`src/rtl/spim_pkg.sv`:
```
package spim_pkg;

  typedef enum logic [1:0] {ST_IDLE, ST_SETUP, ST_SHIFT, ST_HOLD} spim_state_e;

  typedef struct packed {
    logic       lsb_first;
    logic       pol;
    logic       pha;
    logic [7:0] pre;
    logic [4:0] len;
  } spim_fmt_t;

  localparam int unsigned HOLD_BIT = 28;
  localparam int unsigned CSN_LSB  = 16;
  localparam int unsigned RXE_BIT  = 31;
  localparam int unsigned OVR_BIT  = 30;
  localparam int unsigned TXF_BIT  = 29;

  // total clocks per bit cell, never below two
  function automatic logic [8:0] cell_clocks(input logic [7:0] pre);
    logic [8:0] p;
    p = {1'b0, pre} + 9'd1;
    return (p < 9'd2) ? 9'd2 : p;
  endfunction

  function automatic logic [7:0] first_half(input logic [7:0] pre);
    logic [8:0] p;
    p = cell_clocks(pre) >> 1;
    return p[7:0];
  endfunction

  function automatic logic [7:0] second_half(input logic [7:0] pre);
    logic [8:0] p;
    p = cell_clocks(pre) - (cell_clocks(pre) >> 1);
    return p[7:0];
  endfunction

  function automatic logic [4:0] clamp_len(input logic [4:0] len, input int unsigned maxw);
    if (len < 5'd2) return 5'd2;
    if (32'(len) > maxw) return 5'(maxw);
    return len;
  endfunction

endpackage

```
`src/rtl/spim_regs.sv`:
```
module spim_regs
  import spim_pkg::*;
#(
  parameter int unsigned CHAR_W = 16,
  parameter int unsigned NCS    = 4,
  parameter int unsigned CSW    = 2
) (
  input  logic              clk,
  input  logic              rst_n,
  input  logic              reg_wr,
  input  logic              reg_rd,
  input  logic [2:0]        reg_addr,
  input  logic [31:0]       reg_wdata,
  output logic [31:0]       reg_rdata,
  output logic              srst,
  output logic              go,
  output spim_fmt_t         fmt,
  output logic [7:0]        c2t,
  output logic [7:0]        t2c,
  output logic [NCS-1:0]    csdef,
  output logic              tx_valid,
  output logic [CHAR_W-1:0] tx_char,
  output logic [CSW-1:0]    tx_cs,
  output logic              tx_hold,
  input  logic              tx_take,
  input  logic              rx_valid,
  input  logic [CHAR_W-1:0] rx_char
);

  logic run, m_bit, ic_bit, en_bit;
  logic rx_full, ovr;
  logic [CHAR_W-1:0] rx_q;

  logic data_wr, stat_rd;
  assign data_wr = reg_wr && (reg_addr == 3'd5);
  assign stat_rd = reg_rd && (reg_addr == 3'd6);
  assign srst    = !run;
  assign go      = run && m_bit && ic_bit && en_bit;

  always_ff @(posedge clk or negedge rst_n) begin
    if (!rst_n) begin
      run <= 1'b0; m_bit <= 1'b0; ic_bit <= 1'b0; en_bit <= 1'b0;
      fmt <= '{lsb_first: 1'b0, pol: 1'b0, pha: 1'b0, pre: 8'd0, len: 5'd8};
      c2t <= '0; t2c <= '0; csdef <= '1;
      tx_valid <= 1'b0; tx_char <= '0; tx_cs <= '0; tx_hold <= 1'b0;
      rx_full <= 1'b0; ovr <= 1'b0; rx_q <= '0;
    end else begin
      if (reg_wr) begin
        case (reg_addr)
          3'd0: run <= reg_wdata[0];
          3'd1: begin m_bit <= reg_wdata[0]; ic_bit <= reg_wdata[1]; en_bit <= reg_wdata[24]; end
          3'd2: fmt <= '{lsb_first: reg_wdata[20], pol: reg_wdata[17], pha: reg_wdata[16],
                         pre: reg_wdata[15:8], len: reg_wdata[4:0]};
          3'd3: begin c2t <= reg_wdata[31:24]; t2c <= reg_wdata[23:16]; end
          3'd4: csdef <= reg_wdata[NCS-1:0];
          default: ;
        endcase
      end
      if (!run) begin
        tx_valid <= 1'b0; rx_full <= 1'b0; ovr <= 1'b0;
      end else begin
        if (tx_take) tx_valid <= 1'b0;
        if (data_wr && !tx_valid) begin
          tx_valid <= 1'b1;
          tx_char  <= reg_wdata[CHAR_W-1:0];
          tx_cs    <= reg_wdata[CSN_LSB +: CSW];
          tx_hold  <= reg_wdata[HOLD_BIT];
        end
        if (rx_valid) begin
          rx_q    <= rx_char;
          rx_full <= 1'b1;
          if (rx_full && !stat_rd) ovr <= 1'b1;
          else if (stat_rd)        ovr <= 1'b0;
        end else if (stat_rd) begin
          rx_full <= 1'b0;
          ovr     <= 1'b0;
        end
      end
    end
  end

  always_comb begin
    reg_rdata = '0;
    case (reg_addr)
      3'd0: reg_rdata[0] = run;
      3'd1: begin reg_rdata[0] = m_bit; reg_rdata[1] = ic_bit; reg_rdata[24] = en_bit; end
      3'd2: begin
        reg_rdata[4:0]  = fmt.len;   reg_rdata[15:8] = fmt.pre;
        reg_rdata[16]   = fmt.pha;   reg_rdata[17]   = fmt.pol;
        reg_rdata[20]   = fmt.lsb_first;
      end
      3'd3: begin reg_rdata[31:24] = c2t; reg_rdata[23:16] = t2c; end
      3'd4: reg_rdata[NCS-1:0] = csdef;
      3'd6: begin
        reg_rdata[RXE_BIT] = !rx_full;
        reg_rdata[OVR_BIT] = ovr;
        reg_rdata[TXF_BIT] = tx_valid;
        reg_rdata[CHAR_W-1:0] = rx_q;
      end
      default: ;
    endcase
  end


  tx_ignore_chk: assert property (@(posedge clk) disable iff (!rst_n || srst)
    (data_wr && tx_valid && !tx_take) |=> (tx_valid && $stable(tx_char) && $stable(tx_cs) && $stable(tx_hold)));

  ovr_set_chk: assert property (@(posedge clk) disable iff (!rst_n || srst)
    (rx_valid && rx_full && !stat_rd) |=> ovr);

  rd_clear_chk: assert property (@(posedge clk) disable iff (!rst_n || srst)
    (stat_rd && !rx_valid) |=> (!rx_full && !ovr));

endmodule

```
`src/rtl/spim_engine.sv`:
```
module spim_engine
  import spim_pkg::*;
#(
  parameter int unsigned CHAR_W = 16,
  parameter int unsigned NCS    = 4,
  parameter int unsigned CSW    = 2
) (
  input  logic              clk,
  input  logic              rst_n,
  input  logic              srst,
  input  logic              go,
  input  spim_fmt_t         fmt,
  input  logic [7:0]        c2t,
  input  logic [7:0]        t2c,
  input  logic              tx_valid,
  input  logic [CHAR_W-1:0] tx_char,
  input  logic [CSW-1:0]    tx_cs,
  input  logic              tx_hold,
  output logic              tx_take,
  output logic              rx_valid,
  output logic [CHAR_W-1:0] rx_char,
  input  logic              miso,
  output logic              sclk,
  output logic              mosi,
  output logic [NCS-1:0]    cs_act
);

  localparam int unsigned IW = (CHAR_W > 1) ? $clog2(CHAR_W) : 1;

  spim_state_e       state;
  logic [7:0]        cnt;
  logic              half, held, cur_hold;
  logic [4:0]        bitcnt;
  logic [CHAR_W-1:0] txw, rxsh;
  logic [CSW-1:0]    cur_cs;

  logic [4:0] len, idx;
  logic [7:0] h1, h2;
  logic cell_end, last_bit, char_done, chain, start, cs_on;

  assign len       = clamp_len(fmt.len, CHAR_W);
  assign h1        = first_half(fmt.pre);
  assign h2        = second_half(fmt.pre);
  assign idx       = fmt.lsb_first ? bitcnt : (len - 5'd1 - bitcnt);
  assign cell_end  = (state == ST_SHIFT) && half && (cnt == h2 - 8'd1);
  assign last_bit  = (bitcnt == len - 5'd1);
  assign char_done = cell_end && last_bit;
  assign chain     = char_done && cur_hold && tx_valid && go;
  assign start     = (state == ST_IDLE) && go && tx_valid;
  assign tx_take   = start || chain;
  assign rx_valid  = char_done;
  assign rx_char   = rxsh;
  assign cs_on     = (state != ST_IDLE) || held;
  assign sclk      = fmt.pol ^ ((state == ST_SHIFT) && (half ^ !fmt.pha));
  assign mosi      = (state == ST_SHIFT) ? txw[idx[IW-1:0]] : 1'b0;

  for (genvar i = 0; i < NCS; i++) begin : g_cs
    assign cs_act[i] = cs_on && (cur_cs == CSW'(i));
  end

  always_ff @(posedge clk or negedge rst_n) begin
    if (!rst_n) begin
      state <= ST_IDLE; cnt <= '0; half <= 1'b0; held <= 1'b0; cur_hold <= 1'b0;
      bitcnt <= '0; txw <= '0; rxsh <= '0; cur_cs <= '0;
    end else if (srst) begin
      state <= ST_IDLE; cnt <= '0; half <= 1'b0; held <= 1'b0; cur_hold <= 1'b0;
      bitcnt <= '0; txw <= '0; rxsh <= '0; cur_cs <= '0;
    end else begin
      if (tx_take) begin
        txw <= tx_char; cur_cs <= tx_cs; cur_hold <= tx_hold;
        bitcnt <= '0; half <= 1'b0; rxsh <= '0; held <= 1'b0;
      end
      case (state)
        ST_IDLE: if (start) begin
          if (held) begin state <= ST_SHIFT; cnt <= '0; end
          else      begin state <= ST_SETUP; cnt <= c2t; end
        end
        ST_SETUP: if (cnt == 8'd0) state <= ST_SHIFT;
                  else             cnt <= cnt - 8'd1;
        ST_SHIFT: if (!half) begin
          if (cnt == h1 - 8'd1) begin
            half <= 1'b1; cnt <= '0; rxsh[idx[IW-1:0]] <= miso;
          end else cnt <= cnt + 8'd1;
        end else if (cell_end) begin
          cnt <= '0;
          if (!last_bit) begin
            bitcnt <= bitcnt + 5'd1; half <= 1'b0;
          end else if (!chain) begin
            if (cur_hold) begin state <= ST_IDLE; held <= 1'b1; end
            else          begin state <= ST_HOLD; cnt <= t2c; end
          end
        end else cnt <= cnt + 8'd1;
        ST_HOLD: if (cnt == 8'd0) state <= ST_IDLE;
                 else             cnt <= cnt - 8'd1;
        default: state <= ST_IDLE;
      endcase
    end
  end


  cell_cnt_chk: assert property (@(posedge clk) disable iff (!rst_n || srst)
    (state == ST_SHIFT) |-> (cnt < (half ? h2 : h1)));

  cs_onehot_chk: assert property (@(posedge clk) disable iff (!rst_n || srst)
    $onehot0(cs_act));

  sclk_idle_chk: assert property (@(posedge clk) disable iff (!rst_n || srst)
    (cs_act == '0) |-> (sclk == fmt.pol));

  frame_hold_chk: assert property (@(posedge clk) disable iff (!rst_n || srst)
    (char_done && cur_hold) |=> (cs_act != '0));

endmodule

```
`src/rtl/spim_ctrl.sv`:
```
module spim_ctrl
  import spim_pkg::*;
#(
  parameter int unsigned CHAR_W = 16,
  parameter int unsigned NCS    = 4
) (
  input  logic           clk,
  input  logic           rst_n,
  input  logic           reg_wr,
  input  logic           reg_rd,
  input  logic [2:0]     reg_addr,
  input  logic [31:0]    reg_wdata,
  output logic [31:0]    reg_rdata,
  output logic           sclk,
  output logic           mosi,
  input  logic           miso,
  output logic [NCS-1:0] cs_n
);

  localparam int unsigned CSW = (NCS > 1) ? $clog2(NCS) : 1;

  spim_fmt_t         fmt;
  logic              srst, go, tx_valid, tx_hold, tx_take, rx_valid;
  logic [7:0]        c2t, t2c;
  logic [NCS-1:0]    csdef, cs_act;
  logic [CHAR_W-1:0] tx_char, rx_char;
  logic [CSW-1:0]    tx_cs;

  spim_regs #(.CHAR_W(CHAR_W), .NCS(NCS), .CSW(CSW)) u_regs (
    .clk(clk), .rst_n(rst_n), .reg_wr(reg_wr), .reg_rd(reg_rd), .reg_addr(reg_addr),
    .reg_wdata(reg_wdata), .reg_rdata(reg_rdata), .srst(srst), .go(go), .fmt(fmt),
    .c2t(c2t), .t2c(t2c), .csdef(csdef), .tx_valid(tx_valid), .tx_char(tx_char),
    .tx_cs(tx_cs), .tx_hold(tx_hold), .tx_take(tx_take), .rx_valid(rx_valid), .rx_char(rx_char)
  );

  spim_engine #(.CHAR_W(CHAR_W), .NCS(NCS), .CSW(CSW)) u_engine (
    .clk(clk), .rst_n(rst_n), .srst(srst), .go(go), .fmt(fmt), .c2t(c2t), .t2c(t2c),
    .tx_valid(tx_valid), .tx_char(tx_char), .tx_cs(tx_cs), .tx_hold(tx_hold),
    .tx_take(tx_take), .rx_valid(rx_valid), .rx_char(rx_char), .miso(miso),
    .sclk(sclk), .mosi(mosi), .cs_act(cs_act)
  );

  for (genvar i = 0; i < NCS; i++) begin : g_csn
    assign cs_n[i] = cs_act[i] ? 1'b0 : csdef[i];
  end


  cs_default_chk: assert property (@(posedge clk) disable iff (!rst_n || srst)
    (cs_act == '0) |-> (cs_n == csdef));

endmodule

```
`config.mk`:
```
export PLATFORM = sky130hd
export DESIGN_NAME = spim_ctrl
export DESIGN_NICKNAME = d
export VERILOG_FILES = /design/src/rtl/spim_pkg.sv /design/src/rtl/spim_regs.sv /design/src/rtl/spim_engine.sv /design/src/rtl/spim_ctrl.sv
export SDC_FILE = /design/constraint.sdc
export NUM_CORES = 1
export LEC_CHECK = 0
export BUFFER_PORTS_ARGS = -buffer_cell sky130_fd_sc_hd__buf_2
export CORE_MARGIN = 10
export CORE_UTILIZATION = 45
export CTS_CLUSTER_DIAMETER = 200
export DETAILED_ROUTE_END_ITERATION = 6
export PLACE_DENSITY = 0.72
export RECOVER_POWER = 50
export SKIP_CTS_REPAIR_TIMING = 1
export SLEW_MARGIN = 20
export SYNTH_ARGS = -nofsm -noshare
export SYNTH_HDL_FRONTEND = slang
export SYNTH_SLANG_ARGS = --single-unit
```
`constraint.sdc`:
```
create_clock -name clk -period 7.6 [get_ports clk]
set_clock_uncertainty 0.05 [all_clocks]
set_input_delay 0.38 -clock clk [delete_from_list [all_inputs] [get_ports clk]]
set_output_delay 0.38 -clock clk [all_outputs]
set_load 0.02 [all_outputs]
```
# == After elaboration in Yosys (flattened, before gate mapping) ==
# Index checks and enable logic that the tools add are counted.
# totals
in_bits,40
out_inout_bits,38
elab_cells,209
reg_bits,130
# op_classes
addsub,9
muxes,97
n_eq_ne,26
n_reduce_logical,42
bitwise_logic,2
magnitude_cmp,5
# op_table
op,n
$mux W16,8
$mux W8,10
$mux W5,10
$mux W1,37
$mux W2,13
$pmux W8 S3,1
$sub A8 B1 Y8 const B,3
$logic_and A1 B1 Y1,21
$ne A3 B2 Y1 const B,7
$bwmux W16,1
$eq A8 B8 Y1,2
$pmux W8 S2,1
$reduce_and A2 Y1,8
$add A8 B1 Y9 const B,1
$eq A3 B3 Y1 const B,3
$lt A9 B2 Y1 const B,1
$mux W9,1
$ne A3 B3 Y1 const B,3
$add A8 B1 Y8 const B,1
$eq A2 B2 Y1 const B,4
$logic_not A8 Y1,1
$mux W4,2
$pmux W2 S4,1
$sub A8 B8 Y8,1
29 further kinds,40

# == Longest topological paths before layout ==
# Gate-level depths: netlist (run 1).
# logic_depth
ltp_word,20
depth_mapped,21
mapped_depth_nobuf,18

# == Modules after synthesis ==
# From an unflattened synthesis (run 1), not the netlist that was laid out.
# hier_totals
cells_unflattened,823
hier_area_um2,8132.8
# by_module_without_submodules
module,cells_per_inst,n_inst,seq_area_each_um2,area_per_inst_um2
spim_engine,568,1,1301.2,4594.4
spim_regs,251,1,1958.1,3483.3
spim_ctrl,4,1,0.0,55.1

# == Worst setup path before layout (run 1) ==
# No wires, ideal clock.
# synth_path
path_kind,register to register
from,"register, netlist name u_regs.fmt[5]"
to,register u_regs.rx_q[10]
setup_ns,0.125
path_slack_ns,3.394
synth_period_minus_slack_ns,4.206
stages_incl_launch_ff,19
required_time_ns,7.425
arrival_time_ns,4.031
n_path_buf,2
path_cell_list,dfrtp_1 ha_1 nand3_1 or3_1 ha_1 and4_1 buf_6 a21oi_1 ha_1 fa_1 xor2_1 nor2_1 o311ai_1 nor4_1 o2111a_1 and2_0 nand2_1 clkbuf_1 mux2_2
# synth_via
elab_chain_len,9
# synth_lines
item,line_no,source
$add A8 B1 Y9 (*),spim_pkg.sv:22,"p = {1'b0, pre} + 9'd1;"
$lt A9 B2 Y1,spim_pkg.sv:23,return (p < 9'd2) ? 9'd2 : p;
$mux W9 (*),spim_pkg.sv:23,
$sub A8 B8 Y8 (*),spim_pkg.sv:34,p = cell_clocks(pre) - (cell_clocks(pre) >> 1);
$sub A8 B1 Y8 (*),spim_engine.sv:45,assign cell_end = (state == ST_SHIFT) && half && (cnt == h2 - 8'd1);
$eq A8 B8 Y1 (*),spim_engine.sv:45,
$logic_and A1 B1 Y1 (*),spim_engine.sv:45,
$logic_and A1 B1 Y1 (*),spim_engine.sv:47,assign char_done = cell_end && last_bit;
$reduce_and A2 Y1 (no source line) (*),--,
"end signal, assigned",spim_regs.sv:70,rx_q <= rx_char;
"end, declared",spim_regs.sv:32,logic [CHAR_W-1:0] rx_q;
# Mark *: on every way between the ends. The rest lies on a longest branch, timed or not.
# A chain may end at the register's enable or synchronous reset.

# == Final worst setup path (run 1) ==
# layout_path
from,"register, netlist name u_regs.fmt[7]"
to,register u_regs.rx_q[12]
# layout_via
elab_chain_len,9
# layout_lines
item,line_no
$add A8 B1 Y9 (*),spim_pkg.sv:22
$lt A9 B2 Y1,spim_pkg.sv:23
$mux W9 (*),spim_pkg.sv:23
$sub A8 B8 Y8 (*),spim_pkg.sv:34
$sub A8 B1 Y8 (*),spim_engine.sv:45
$eq A8 B8 Y1 (*),spim_engine.sv:45
$logic_and A1 B1 Y1 (*),spim_engine.sv:45
$logic_and A1 B1 Y1 (*),spim_engine.sv:47
$reduce_and A2 Y1 (no source line) (*),--
# Marked as above.

==> run_results.csv, run 1 <==
group,metric,value,unit
run_status,status,"finished with violations",
run_status,failed_checks,"max-capacitance violations, max-slew violations",
global_routing,grt_use_total,17.6,%
sta,rsz0062_at_grt,"false",
setup_path,crit_slowest_cell,"o2111a_1",
detailed_routing,drt_iter0_markers,464,
detailed_routing,vias,6148,
yosys,synth-edff-count,0,
global_routing,grt_max_degree,73,
final_layout,seqCellArea,3260,um^2
yosys,ys.flop_type,"dfrtp_1",
setup_path,path_common_cell,"xnor2_1",
detailed_routing,firstDrtPassIters,5,
floorplan,std_cell_rows,48,
cts,cts_sinks,130,
setup_path,critPathKind,"reg -> reg",
global_routing,antenna_found_initial,0,
setup_path,r2r-start,"u_regs.fmt[7]$_DFFE_PN0P_",
sta,setup_viol,0,
final_layout,diodes,0,
setup_path,critPathLaunchType,"flip-flop",
yosys,seq_area_frac_synth,41.0,%
final_layout,drive_gt1_share,25.7,%
sta,min_period,5390,ps
sta,period_share,70.9,%
cts,path_clk_slew,60,ps
global_routing,grt_pass1_vias,6325,
cts,insertion_delay,420,ps
detailed_routing,drt-wirelength-per-cell,19.1,um
sta,hold_viol_final,0,
yosys,ys_types,80,
cts,cts_max_level,4,
setup_path,crit_path_cell_trace,"nand3_2 > nor3_1 > xnor2_1 > ha_1 > and4_1 > a21oi_1 > ha_1 > fa_1 > xnor2_1 > xnor2_1 > o211ai_1 > nor4_1 > o2111a_1 > and2_0 > nand2_1 > mux2_2",
setup_path,max_stage_delay,690,ps
hold_path,worst_hold_path_type,"in -> reg",
floorplan,die_area,23400,um^2
yosys,yosysTopAreaCell,"dfrtp_1",
yosys,syn-cell-area,7960,um^2
setup_path,rr_endpoint,"u_regs.rx_q[12]$_DFFE_PN0P_",
cts,cts_tree,"built",
floorplan,die_h,153,um
final_layout,multi_input_area,4330,um^2
final_layout,syn_to_final_growth,13.3,%
sta,slew_viol_final,73,
yosys,synth_seq_cells,130,
global_routing,grt-ovfl-total,0,
floorplan,pin_count,78,
setup_path,cp_data_required_time,7860,ps
detailed_routing,wirelength,20300,um
global_routing,grt_pass1_wl,33800,um
power_and_ir_drop,p_per_area,265,nW/um^2
floorplan,die_x,153,um
yosys,yosysWarnings,0,
cts,cts_root_buf,"clkbuf_16",
final_layout,final_nets,896,
yosys,avgSynthCellArea,10.3,um^2
yosys,synth.top_cell.area_share,39.3,%
floorplan,core-area,17300,um^2
sta,fmax,186,MHz
yosys,syn_nets,837,
sta,setup_tns,0,ps
hold_path,hold_start,"reg_wdata[6]",
power_and_ir_drop,leakage,0.00403,uW
setup_path,ff2ff_setup_slack,2210,ps
final_layout,fin_util,52.2,%
power_and_ir_drop,peakVddDrop,0.248,mV
cts,cts_buffer_depth,2,
setup_path,ff2ff_path_depth,16,
detailed_routing,viasPerCell,5.76,
floorplan,start_util,46.0,%
placement,place_congestion,0.890,
setup_path,cp.arrival,5650,ps
placement,numPortBuffers,77,
hold_path,holdPathEnd,"u_regs.tx_char[6]$_DFFE_PN0P_",
detailed_routing,final_antenna_net_count,0,
final_layout,fill_cells,1600,
yosys,netlist_instances,770,
placement,place_hpwl,15100,um
cts,numCtsBuffers,17,
sta,hold_ws,138,ps
yosys,async_flop_share,100,%
detailed_routing,drc,0,
setup_path,worstSetupEndpointType,"flip-flop",
setup_path,path_max_fanout,20,
sta,worstMarginPinSlew,3740,ps
hold_path,hold_depth,2,
power_and_ir_drop,p_total,2390,uW
flow_run,maxCapViolations,1,
sta,slew_headroom,-149,%
yosys,synth.area.top_cells,"dfrtp_1 (39%), mux2_2 (10%), mux2i_1 (4.8%)",
[flip-flops by register name, summed over array words and instances (netlist names), 2 cells and up]
register,flops
u_engine.bitcnt,5
u_engine.cnt,8
u_engine.cur_cs,2
u_engine.rx_char,16
u_engine.state,2
u_engine.txw,16
u_regs.c2t,8
u_regs.csdef,4
u_regs.fmt,16
u_regs.rx_q,16
u_regs.t2c,8
u_regs.tx_char,16
u_regs.tx_cs,2
[worst max-delay path: cells and delay by family, from the launching register on]
kind / cells / cell delay [ps]
AND/OR/NAND/NOR: 6 / 1980
AO/OA/AOI/OAI: 3 / 910
adder cells (fa/ha/maj): 3 / 810
XOR/XNOR: 3 / 550
multiplexers: 1 / 490
flip-flops: 1 / 480
[power breakdown]
| group | internal (uW) | switching (uW) | leakage [uW] | total (uW) |
|---|---|---|---|---|
| clock network | 520 | 325 | 0.000296 | 845 |
| logic | 300 | 376 | 0.00204 | 676 |
| registers | 783 | 89.5 | 0.00170 | 872 |
| total | 1600 | 790 | 0.00403 | 2390 |
[logic make-up after synthesis]
family          synth area share (%)
xor+xnor                        5.00
buf+inv                         4.72
compound gates                  13.6
fa+ha+maj                       4.43
flops                           41.0
mux                             16.8
simple gates                    14.5
[cell usage in the layout, fill, tap and decap left out, types with 11 or more instances in the layout]
| cell type | instances |
|---|---|
| dfrtp_1 | 125 |
| mux2_2 | 73 |
| buf_2 | 69 |
| nor2_1 | 66 |
| nand2_1 | 41 |
| mux2i_1 | 38 |
| inv_1 | 33 |
| xnor2_1 | 26 |
| o21ai_0 | 26 |
| ha_1 | 25 |
| nand3_1 | 22 |
| a21oi_1 | 17 |
| o211ai_1 | 17 |
| o31ai_1 | 17 |
| clkbuf_16 | 17 |
| xor2_1 | 15 |
| nor2b_1 | 13 |
| and2_1 | 13 |
| nor3_1 | 13 |
| and3_1 | 11 |
[synthesized netlist by cell type (4+ instances only)]
library cell,count
inv_1,34
and3_1,11
dfrtp_1,125
nand2b_1,8
a31oi_1,5
nor4_1,6
xnor2_1,26
nand3_1,22
o21a_1,4
nand2_1,41
o31ai_1,17
and2_1,13
nor2_1,67
mux2i_1,38
xor2_1,15
clkbuf_1,27
or2_2,4
a21oi_1,17
mux2_2,73
a21o_1,4
a221oi_1,10
o21ai_0,26
mux4_2,5
nand4_1,5
buf_2,4
o211ai_1,17
nor3_1,13
nor2b_1,13
ha_1,25
clkbuf_8,4
dfstp_2,5
buf_6,4
o31a_1,6
or3_1,6
[layer usage]
metal  up-vias  GRT usage [%]  share of wire, %
met5         -              0                 0
met4         0           6.04               2.0
met3        28           4.32               5.0
met2       161           28.3                47
met1      3060           22.5                46
li1       2899              -                 -
[layout make-up]
cell class                      count  area share (%)
Clock buffer                       18            4.76
Tap cell                          225            3.12
Multi-Input combinational cell    562            48.0
Inverter                           36            1.50
Timing Repair Buffer               82            4.54
Clock inverter                     14            1.93
Sequential cell                   130            36.1
[stage by stage]
step                cells  cell area [um^2]  setup slack, ps
floorplan             770              7960             3390
finish               1067              9020             2210
detailed placement   1035              8430             2260
global route         1067              9020             1820
CTS                  1067              9040             2260
global placement     1035              8430             2360
[worst max path at each step]
| stage | cells past startpoint | startpoint | endpoint |
|---|---|---|---|
| global placement | 16 | u_regs.fmt[7]$_DFFE_PN0P_ | u_regs.rx_q[6]$_DFFE_PN0P_ |
| floorplan | 18 | u_regs.fmt[5]$_DFFE_PN0P_ | u_regs.rx_q[10]$_DFFE_PN0P_ |
| detailed placement | 16 | u_regs.fmt[7]$_DFFE_PN0P_ | u_regs.rx_q[12]$_DFFE_PN0P_ |
| finish | 16 | u_regs.fmt[7]$_DFFE_PN0P_ | u_regs.rx_q[12]$_DFFE_PN0P_ |
| global route | 16 | u_regs.fmt[7]$_DFFE_PN0P_ | u_regs.rx_q[12]$_DFFE_PN0P_ |
| CTS | 16 | u_regs.fmt[7]$_DFFE_PN0P_ | u_regs.rx_q[12]$_DFFE_PN0P_ |
Power figures use the tool's default switching activity.
==> run 2: changes to the inputs <==
Clock period 7.6 ns to 5.6 ns, I/O delays scaled along.
==> run 2 against run 1 <==
  * The run still ends with max-capacitance violations, max-slew violations left
  * Worst hold slack got worse by 110 ps
  * Global-route usage increased by 0.15 points
  * Die area unchanged
  * Routed wire length rose by 1.1%
  * First-iteration DRC count grew 17%
  * Critical path depth stayed put
  * Worst setup slack worse by 1600 ps
  * Register-to-register slack lost 1600 ps
  * Via count hardly changed
  * Largest cell class unchanged
==> run_results.csv, run 2 (same netlist as run 1, synthesis figures left out) <==
group,metric,value,unit
run_status,status,"finished with violations",
run_status,failed_checks,"max-capacitance violations, max-slew violations",
global_routing,antenna_found_initial,0,
cts,cts_sinks,130,
detailed_routing,wl_met1,9250,um
flow_run,maxCapViolations,1,
power_and_ir_drop,pwr-share-seq,35.7,%
setup_path,path_max_fanout,17,
sta,slew_headroom,-144,%
power_and_ir_drop,swShare,31.4,%
sta,period_share,88.2,%
final_layout,drive_gt1_share,24.1,%
floorplan,std_cell_rows,48,
detailed_routing,final_antenna_net_count,0,
cts,numCtsBuffers,17,
floorplan,die_area,23400,um^2
floorplan,core-area,17300,um^2
global_routing,grt_max_degree,70,
cts,cts_tree,"built",
detailed_routing,wl_met3,1010,um
global_routing,grt_pass1_wl,33900,um
detailed_routing,firstDrtPassIters,5,
detailed_routing,vias,6149,
placement,place_congestion,0.901,
floorplan,pin_count,78,
placement,dpl_cell_area,8450,um^2
final_layout,final_common_cell,"dfrtp_1",
final_layout,design_area,9060,um^2
power_and_ir_drop,clkPwrFrac,36.6,%
final_layout,final_nets,899,
hold_path,worst_hold_path_type,"in -> reg",
final_layout,final_cell_mix,"dfrtp_1 (125), mux2_2 (73), nor2_1 (66)",
setup_path,cp.arrival,5200,ps
sta,hold_viol_final,0,
power_and_ir_drop,peakVddDrop,0.265,mV
detailed_routing,drt-wirelength-per-cell,19.2,um
floorplan,die_h,153,um
detailed_routing,drt_iter0_markers,541,
power_and_ir_drop,power.switching,1040,uW
global_routing,grt_use_total,17.7,%
setup_path,cp_data_required_time,5860,ps
detailed_routing,dr_wl_met2,9940,um
sta,setup_tns,0,ps
global_routing,grt_pass1_vias,6297,
cts,cts_buffer_depth,2,
placement,numPortBuffers,77,
detailed_routing,wirelength,20600,um
setup_path,ff2ff_setup_slack,660,ps
cts,cts_max_level,4,
power_and_ir_drop,leakage,0.00401,uW
setup_path,critPathLaunchType,"flip-flop",
sta,setup_viol,0,
power_and_ir_drop,p_total,3320,uW
cts,cts_root_buf,"clkbuf_16",
detailed_routing,viasPerCell,5.75,
cts,insertion_delay,430,ps
sta,hold_ws,33.1,ps
placement,dp_cells,1037,
cts,path_clk_slew,60,ps
floorplan,start_util,46.0,%
final_layout,syn_to_final_growth,13.9,%
sta,slew_viol_final,70,
sta,worstMarginPinSlew,3660,ps
placement,place_hpwl,15000,um
sta,rsz0062_at_grt,"false",
detailed_routing,maxUsedRoutingLayer,"met4",
sta,fmax,202,MHz
setup_path,critPathKind,"reg -> reg",
floorplan,die_x,153,um
detailed_routing,drc,0,
power_and_ir_drop,p_per_area,366,nW/um^2
final_layout,final_cells,1069,
final_layout,diodes,0,
power_and_ir_drop,internal_power,2280,uW
setup_path,worstSetupEndpointType,"flip-flop",
global_routing,grt-ovfl-total,0,
power_and_ir_drop,p_comb_share,27.7,%
sta,min_period,4940,ps
run 2: per-layer routing:
layer | up-vias | track usage, %
met4 | 0 | 5.63
li1 | 2913 | -
met2 | 149 | 29.2
met3 | 28 | 4.12
met1 | 3059 | 22.5
met5 | - | 0
run 2: path summary, 6_finish.rpt:
path	cells after the start	from	endpoint
min in group asynchronous	2	rst_n	u_regs.tx_char[11]$_DFFE_PN0P_
max in group asynchronous	3	rst_n	u_regs.c2t[2]$_DFFE_PN0P_
worst max-delay path	16	u_regs.fmt[7]$_DFFE_PN0P_	u_regs.rx_q[0]$_DFFE_PN0P_
worst min-delay path	2	reg_wdata[6]	u_regs.tx_char[6]$_DFFE_PN0P_
worst max register to register	16	u_regs.fmt[7]$_DFFE_PN0P_	u_regs.rx_q[0]$_DFFE_PN0P_
worst min register to register	1	u_regs.rx_q[8]$_DFFE_PN0P_	u_regs.rx_q[8]$_DFFE_PN0P_
run 2: per-stage QoR:
stage,util [%],setup slack [ps]
after global placement,48.8,793
after floorplan,-,1390
after detailed placement,48.8,645
final,52.4,658
after CTS,52.6,647
after global routing,52.4,292
run 2: power groups by stage:
stage,clock network (uW),logic (uW),registers (uW)
final,1220,919,1180
after detailed placement,0,916,1200
after global routing,1270,1020,1200
after floorplan,0,752,1140
after CTS,1230,924,1180
after global placement,0,906,1190
run 2: final cells by class:
cell class	instances	area [um^2]
timing repair buffer	85	414
multi-input combinational	562	4330
clock buffer	20	457
fill	1582	8230
inverter	36	135
clock inverter	11	184
sequential	130	3260
tap	225	282
run 2: critical path, cell delays in order (launching register included):
cell	delay (ps)
dfrtp_1	480
nand3_2	160
nor3_1	380
xnor2_1	210
ha_1	190
and4_1	280
a21oi_1	110
ha_1	210
fa_1	400
xnor2_1	210
xnor2_1	140
o211ai_1	110
nor4_1	300
o2111a_1	360
and2_0	270
nand2_1	490
mux2_2	470
